### config.mk
export PLATFORM = sky130hd
export DESIGN_NAME = evt_ring_producer
export DESIGN_NICKNAME = d
export VERILOG_FILES = /design/src/rtl/evr_pkg.sv /design/src/rtl/evr_ptr_unit.sv /design/src/rtl/evr_ctrl.sv /design/src/rtl/evt_ring_producer.sv
export SDC_FILE = /design/constraint.sdc
export NUM_CORES = 1
export LEC_CHECK = 0
export BUFFER_PORTS_ARGS = -buffer_cell sky130_fd_sc_hd__buf_2
export CAP_MARGIN = 20
export CELL_PAD_IN_SITES_DETAIL_PLACEMENT = 0
export CELL_PAD_IN_SITES_GLOBAL_PLACEMENT = 1
export CORE_MARGIN = 2
export CORE_UTILIZATION = 32
export CTS_CLUSTER_DIAMETER = 40
export DETAILED_ROUTE_END_ITERATION = 10
export GPL_ROUTABILITY_DRIVEN = 0
export HOLD_SLACK_MARGIN = 0.08
export PLACE_DENSITY = 0.73
export SYNTH_ARGS = -nofsm -noshare
export SYNTH_HDL_FRONTEND = slang
export SYNTH_SLANG_ARGS = --single-unit
### constraint.sdc
create_clock -name clk -period 2.1 [get_ports clk]
set_clock_uncertainty 0.2 [all_clocks]
set_input_delay 0.105 -clock clk [delete_from_list [all_inputs] [get_ports clk]]
set_output_delay 0.105 -clock clk [all_outputs]
set_load 0.01 [all_outputs]
### src/rtl/evr_pkg.sv
package evr_pkg;
    typedef enum logic [1:0] {
        ST_IDLE   = 2'd0,
        ST_WRITE  = 2'd1,
        ST_NOTIFY = 2'd2
    } evr_state_e;
endpackage

### src/rtl/evr_ptr_unit.sv
module evr_ptr_unit #(
    parameter int PTR_W = 4
) (
    input  logic             clk,
    input  logic             rst_n,
    input  logic [PTR_W-1:0] ring_len,
    input  logic             adv,
    input  logic             db_valid,
    input  logic [PTR_W-1:0] db_wp,
    output logic [PTR_W-1:0] rp,
    output logic [PTR_W-1:0] wp,
    output logic [PTR_W-1:0] last,
    output logic             full,
    output logic             empty
);
    logic [PTR_W-1:0] top_idx;
    logic [PTR_W-1:0] rp_next;
    logic [PTR_W-1:0] wp_succ;
    logic             db_ok;

    assign top_idx = ring_len - 1'b1;
    assign rp_next = (rp == top_idx) ? '0 : rp + 1'b1;
    assign wp_succ = (wp == top_idx) ? '0 : wp + 1'b1;
    assign last    = (rp == '0) ? top_idx : rp - 1'b1;
    assign db_ok   = db_valid && (db_wp < ring_len);
    assign full    = (rp == wp);
    assign empty   = (wp_succ == rp);

    always_ff @(posedge clk) begin
        if (!rst_n) begin
            rp <= '0;
        end else if (adv) begin
            rp <= rp_next;
        end
    end

    always_ff @(posedge clk) begin
        if (!rst_n) begin
            wp <= top_idx;
        end else if (db_ok) begin
            wp <= db_wp;
        end
    end

    // the producer pointer moves only on an advance request
    assert_rp_hold_R4: assert property (@(posedge clk) disable iff (!rst_n)
        !adv |=> $stable(rp));
    // an out-of-range or absent doorbell leaves the host pointer alone
    assert_db_ignore_R7: assert property (@(posedge clk) disable iff (!rst_n)
        (!db_valid || (db_wp >= ring_len)) |=> $stable(wp));
    // an in-range doorbell is loaded
    assert_db_load_R7: assert property (@(posedge clk) disable iff (!rst_n)
        (db_valid && (db_wp < ring_len)) |=> (wp == $past(db_wp)));
    // full and empty exclude each other for a legal length
    assert_full_empty_R2: assert property (@(posedge clk) disable iff (!rst_n)
        (ring_len >= 2) |-> !(full && empty));
    // pointers stay inside the ring
    assert_in_range_R8: assert property (@(posedge clk) disable iff (!rst_n)
        (ring_len >= 2) |-> ((rp < ring_len) && (wp < ring_len)));
endmodule

### src/rtl/evr_ctrl.sv
module evr_ctrl
    import evr_pkg::*;
#(
    parameter int PTR_W  = 4,
    parameter int DATA_W = 32
) (
    input  logic              clk,
    input  logic              rst_n,
    input  logic              evt_valid,
    input  logic [DATA_W-1:0] evt_data,
    output logic              evt_ready,
    input  logic              full,
    input  logic [PTR_W-1:0]  rp,
    output logic              mem_we,
    output logic [PTR_W-1:0]  mem_addr,
    output logic [DATA_W-1:0] mem_wdata,
    input  logic              mem_ack,
    output logic              adv,
    output logic              irq
);
    evr_state_e        state, state_nx;
    logic [DATA_W-1:0] data_q;
    logic [PTR_W-1:0]  slot_q;
    logic              take;

    assign take = evt_valid && evt_ready;

    always_comb begin
        state_nx = state;
        unique case (state)
            ST_IDLE:   if (take) state_nx = ST_WRITE;
            ST_WRITE:  if (mem_ack) state_nx = ST_NOTIFY;
            ST_NOTIFY: state_nx = ST_IDLE;
            default:   state_nx = ST_IDLE;
        endcase
    end

    always_ff @(posedge clk) begin
        if (!rst_n) state <= ST_IDLE;
        else        state <= state_nx;
    end

    always_ff @(posedge clk) begin
        if (!rst_n) begin
            data_q <= '0;
            slot_q <= '0;
        end else if (take) begin
            data_q <= evt_data;
            slot_q <= rp;
        end
    end

    always_comb begin
        evt_ready = 1'b0;
        mem_we    = 1'b0;
        adv       = 1'b0;
        irq       = 1'b0;
        unique case (state)
            ST_IDLE:   evt_ready = !full;
            ST_WRITE: begin
                mem_we = 1'b1;
                adv    = mem_ack;
            end
            ST_NOTIFY: irq = 1'b1;
            default: ;
        endcase
    end

    assign mem_addr  = slot_q;
    assign mem_wdata = data_q;

    // request and its address/data hold until acknowledged
    assert_we_hold_R3: assert property (@(posedge clk) disable iff (!rst_n)
        (mem_we && !mem_ack) |=> (mem_we && $stable(mem_addr) && $stable(mem_wdata)));
    // the interrupt never lasts two cycles
    assert_irq_single_R5: assert property (@(posedge clk) disable iff (!rst_n)
        irq |=> !irq);
    // nothing accepted while a write is pending
    assert_one_inflight_R9: assert property (@(posedge clk) disable iff (!rst_n)
        (mem_we || irq) |-> !evt_ready);
endmodule

### src/rtl/evt_ring_producer.sv
module evt_ring_producer #(
    parameter int PTR_W  = 4,
    parameter int DATA_W = 32
) (
    input  logic              clk,
    input  logic              rst_n,
    input  logic [PTR_W-1:0]  ring_len,
    input  logic              evt_valid,
    input  logic [DATA_W-1:0] evt_data,
    output logic              evt_ready,
    input  logic              db_valid,
    input  logic [PTR_W-1:0]  db_wp,
    output logic              mem_we,
    output logic [PTR_W-1:0]  mem_addr,
    output logic [DATA_W-1:0] mem_wdata,
    input  logic              mem_ack,
    output logic              irq,
    output logic [PTR_W-1:0]  rd_ptr,
    output logic [PTR_W-1:0]  wr_ptr,
    output logic [PTR_W-1:0]  last_ptr,
    output logic              ring_full,
    output logic              ring_empty
);
    logic adv;

    evr_ptr_unit #(.PTR_W(PTR_W)) u_ptr (
        .clk      (clk),
        .rst_n    (rst_n),
        .ring_len (ring_len),
        .adv      (adv),
        .db_valid (db_valid),
        .db_wp    (db_wp),
        .rp       (rd_ptr),
        .wp       (wr_ptr),
        .last     (last_ptr),
        .full     (ring_full),
        .empty    (ring_empty)
    );

    evr_ctrl #(.PTR_W(PTR_W), .DATA_W(DATA_W)) u_ctrl (
        .clk       (clk),
        .rst_n     (rst_n),
        .evt_valid (evt_valid),
        .evt_data  (evt_data),
        .evt_ready (evt_ready),
        .full      (ring_full),
        .rp        (rd_ptr),
        .mem_we    (mem_we),
        .mem_addr  (mem_addr),
        .mem_wdata (mem_wdata),
        .mem_ack   (mem_ack),
        .adv       (adv),
        .irq       (irq)
    );

    // the acknowledged write is followed by the interrupt
    assert_irq_after_ack_R5: assert property (@(posedge clk) disable iff (!rst_n)
        (mem_we && mem_ack) |=> irq);
    // during the interrupt, last_ptr names the slot just written
    assert_last_slot_R4: assert property (@(posedge clk) disable iff (!rst_n)
        irq |-> (last_ptr == $past(mem_addr)));
    // no acceptance into a full ring
    assert_no_overflow_R6: assert property (@(posedge clk) disable iff (!rst_n)
        (evt_valid && evt_ready) |-> !ring_full);
endmodule

-- Word-level counts from Yosys, hierarchy flattened
Index checks and enable logic that the tools add are counted.
- bits in registers: 46
- bits of input ports: 45
- output and inout port bits: 53
- word-level logic and storage cells: 37
- add/sub/neg operators: 4
- order comparisons: 1
- equal/unequal tests: 9
- muxes and demuxes: 12
- reduce and logical (&&, ||, !) cells: 6
- operator list (cell ; number):
    $mux W4 ; 5
    $eq A4 B4 Y1 ; 4
    $add A4 B1 Y4 const B ; 2
    $sub A4 B1 Y4 const B ; 2
    $logic_not A4 Y1 ; 1
    $lt A4 B4 Y1 ; 1
    $mux W1 ; 4
    $mux W2 ; 2
    $ne A2 B1 Y1 const B ; 2
    $pmux W2 S2 ; 1
    $eq A2 B1 Y1 const B ; 1
    $eq A2 B2 Y1 const B ; 1
    $logic_and A1 B1 Y1 ; 2
    $logic_not A2 Y1 ; 1
    $ne A2 B2 Y1 const B ; 1
    $reduce_and A2 Y1 ; 1
    $logic_not A1 Y1 ; 1

-- Depth between registers and ports, before layout
- depth after elaboration: 6
- gate-level depth with buffers: 8
- mapped depth without buffers: 7

-- Hierarchy
From an unflattened synthesis, not the netlist that was laid out.
- cell total of the unflattened synthesis: 271
- area total of the unflattened synthesis: 2471.1 um^2
- modules (own cells, without submodules) (module ; times used ; cells each ; area each (um^2) ; sequential area each (um^2)):
    evr_ctrl ; 1 ; 166 ; 1555.2 ; 760.7
    evr_ptr_unit ; 1 ; 105 ; 915.9 ; 200.2

-- Least setup slack after synthesis
OpenSTA, ideal clock, no wires.
- kind: input to output
- from: input ring_len[0]
- to: output ring_empty
- data arrival time: 1.882 ns
- data required time: 1.795 ns
- setup slack: -0.087 ns
- stages: 8
- buffers on the path: 1
- path through: buf_2 > inv_1 > ha_1 > xor3_1 > nor3_4 > a21oi_1 > xor2_1 > nor4_1
- cells in the longest elaborated chain, start to end: 4
- RTL lines (what ; RTL line ; text):
    start, declared ; evt_ring_producer.sv:7 ; input logic [PTR_W-1:0] ring_len,
    $sub A4 B1 Y4 ; evr_ptr_unit.sv:21 ; assign top_idx = ring_len - 1'b1;
    $eq A4 B4 Y1 ; evr_ptr_unit.sv:23 ; assign wp_succ = (wp == top_idx) ? '0 : wp + 1'b1;
    $mux W4 ; evr_ptr_unit.sv:23 ;
    $eq A4 B4 Y1 ; evr_ptr_unit.sv:27 ; assign empty = (wp_succ == rp);
    end, declared ; evt_ring_producer.sv:22 ; output logic ring_empty
No other way between the ends.

-- Final worst setup path
- from: register u_ptr.wp[0]
- to: output ring_empty
- cells in the longest elaborated chain, start to end: 3
- elaborated cells on any way between the ends: 4
- classes of those cells: add/sub (1); eq/ne (2); mux (1)
- RTL lines (what ; RTL line ; text):
    start, declared ; evr_ptr_unit.sv:11 ; output logic [PTR_W-1:0] wp,
    start signal, assigned ; evr_ptr_unit.sv:39 ; wp <= top_idx;
    start signal, assigned ; evr_ptr_unit.sv:41 ; wp <= db_wp;
    $add A4 B1 Y4 or $eq A4 B4 Y1 (tied branches) ; evr_ptr_unit.sv:23 ;
    $mux W4 * ; evr_ptr_unit.sv:23 ;
    $eq A4 B4 Y1 * ; evr_ptr_unit.sv:27 ;
Every way passes the cells marked *; elsewhere a longest branch is shown, timed or not.

==> run summary <==
Area contributors post-synth -> dfxtp_1 (35%), mux2i_1 (17%), nor2b_1 (10%)
GR Overflow Total -> 0
met2 wire length -> 3270 um
VDD IR max -> 270 uV
power per cell area -> 623 mW/mm2
PortBufs -> 97
Wirelength per Cell -> 13.5 um
first-pass GRT wire length -> 10100 um
WP data arrival -> 2.02 ns
H-tree depth -> 2
Min Clock Period, post-route -> 2.32 ns
worst min-delay path startpoint -> ring_len[0]
dpl ws -> -0.133 ns
HPWL after detailed placement -> 4230 um
clock buffer depth -> 2
Highest Clock Rate -> 431 MHz
CP Class -> reg2out
Post-synth ARST share -> 0%
Worst R2R Path Depth -> 8
Die Wd -> 91.0 um
initial antenna violation count -> 0
Fin. Hold Viols -> 0
final worst slack -> -0.221 ns
clock root cell -> clkbuf_8
Pleak -> 1.95 nW
wl on met1 -> 3040 um
Final period util -> 111%
final WL -> 6740 um
status -> finished, violations left
number of global-route vias before repair -> 2124
crit-path max FO -> 5
Max-cap violations -> 0
nets -> 453
WHS Endpoint -> u_ptr.wp[0]
Core ar. -> 0.00729 mm2
storage element area -> 968 um2
clock sink count -> 46
# DRC -> 0
Ant. Diodes -> 0
Std-Cell Rows -> 31
Starting Density -> 33.2%
Vias -> 2175
Syn. warnings -> 0
CP startpoint kind -> register
reg-to-reg slack, setup -> -0.18 ns
Worst slew margin -> 78.8%
main flop type after synthesis -> dfxtp_1
CP required -> 1.79 ns
worst min-delay path class -> in2reg
largest net degree at the start of global routing -> 39
commonest non-fill, non-tap cell in the layout -> buf_2
RSZ-0062 raised after global routing -> true
multi-input logic area -> 0.00144 mm2
area leader, netlist -> dfxtp_1
uppermost layer routed -> met4
GR Util All Layers -> 15.1%
failing checks -> negative setup slack
Cells after Synth -> 229
worst reg2reg path endpoint -> u_ctrl.mem_wdata[3]
Hold Path Cell Cnt -> 3
area grow syn2layout -> 63.8%
IO Pins -> 98
Initial DRC Count -> 55
EDFF count, synth -> 4
CP endpoint kind -> output pin
Slew Viols, Final -> 0
Die Span Y -> 91.0 um
Synth Net Count -> 281
final antenna-violating net count -> 0
TritonCTS clock tree -> built
# setup viols final -> 38
Yosys cell types -> 40
r2r startpoint -> u_ptr.wp[1]
Worst-Margin Slew -> 0.318 ns
Netlist Area Pre-Place -> 0.00242 mm2
share of layout cells above drive strength 1 -> 41.8%
1st-pass router iterations -> 4
post-synth top area share -> 34.7%
most frequent cells in the layout -> buf_2 (97), dlygate4sd3_1 (41), dfxtp_1 (40)
DR WL met3 -> 326 um
Final TNS setup -> -4.35 ns
fin util -> 54.4%
die area -> 0.00828 mm2
Worst-Skew Late Latency -> 0.29 ns
syn avg cell area -> 10.6 um2
Synth Register Bits -> 46
Filler Cells Inserted -> 695
CTS clock-pin slew for the worst setup and hold paths -> 0.09 ns
sequential fraction of the synthesis area -> 39.7%
via/cell ratio -> 4.34
number of buffers created by CTS -> 5
==> how the worst max path moves through the flow <==
stage	slack, ns	startpoint	to
after floorplan	0.0002	ring_len[0]	ring_empty
after global placement	-0.06	ring_len[1]	ring_empty
after detailed placement	-0.13	ring_len[1]	ring_empty
after CTS	-0.20	u_ptr.wp[1]	ring_empty
after global routing	-0.32	u_ptr.wp[1]	ring_empty
final	-0.22	u_ptr.wp[0]	ring_empty
==> critical path, cell delays in order (launching register included) <==
cell	delay [ns]
edfxtp_1	0.42
buf_4	0.18
xnor2_2	0.14
nor3_4	0.19
a21oi_1	0.13
xor2_1	0.17
nor4_2	0.29
buf_2	0.18
==> stage by stage <==
step | hold WS (ns) | area, um2 | power [mW] | cells
floorplan | 0.0575 | 2430 | 1.44 | 229
global placement | 0.154 | 3110 | 1.65 | 433
detailed placement | 0.165 | 3110 | 1.66 | 433
CTS | 0.137 | 3750 | 2.39 | 490
global route | 0.161 | 3970 | 2.60 | 501
finish | 0.130 | 3970 | 2.47 | 501
==> synth_stat cells, types with 3 or more instances <==
cell type and number:
clkbuf_1 6, nand2b_1 4, xor2_1 12, mux2i_1 40
ha_1 7, nor2b_1 39, o21ai_0 4, buf_12 3
inv_1 7, nand4_1 3, nand2_1 4, xnor2_1 10
nor2_1 8, a21oi_1 6, dfxtp_1 42, edfxtp_1 4
==> where the power goes <==
part | internal [mW] | leakage, nW | switching [mW]
combinational | 0.488 | 1.52 | 0.382
clock | 0.307 | 0.0496 | 0.299
sequential | 0.952 | 0.386 | 0.0403
total | 1.75 | 1.95 | 0.721
==> flip-flops by register name, indices dropped and copies added, names as in the netlist <==
signal / count
u_ctrl.mem_wdata: 32
u_ctrl.mem_addr: 4
u_ptr.rp: 4
u_ptr.wp: 4
u_ctrl.state: 2
==> logic make-up after synthesis <==
group	after synthesis	share of synthesized area [%]
AND/OR/NAND/NOR	71	18.6
flip-flops	46	39.7
AO/OA/AOI/OAI	19	5.48
XOR/XNOR	23	8.94
adder cells (fa/ha/maj)	7	3.62
buffers and inverters	21	6.25
multiplexers	42	17.5
==> metal layers <==
metal  global-route usage (%)  vias to the layer above
li1                         -                     1110
met1                     19.2                      987
met2                     25.5                       72
met3                     2.99                        6
met4                     5.05                        0
met5                        0                        -
==> what timing repair did <==
item                                   4_1_cts  5_1_grt
resized for setup                           14       14
pin swaps                                    6        5
buffers inserted                             8        8
endpoints found under the hold margin       42        0
setup endpoints to repair                    4       36
gates cloned                                 0        4
hold buffers                                41        0
==> area by class of cell <==
type	count	area share, %
multi-input combinational	163	36.2
timing repair buffer	178	32.7
sequential	46	24.4
tap	99	3.12
clock buffer	7	2.46
inverter	7	0.852
clock inverter	1	0.189
Power figures use the tool's default switching activity.
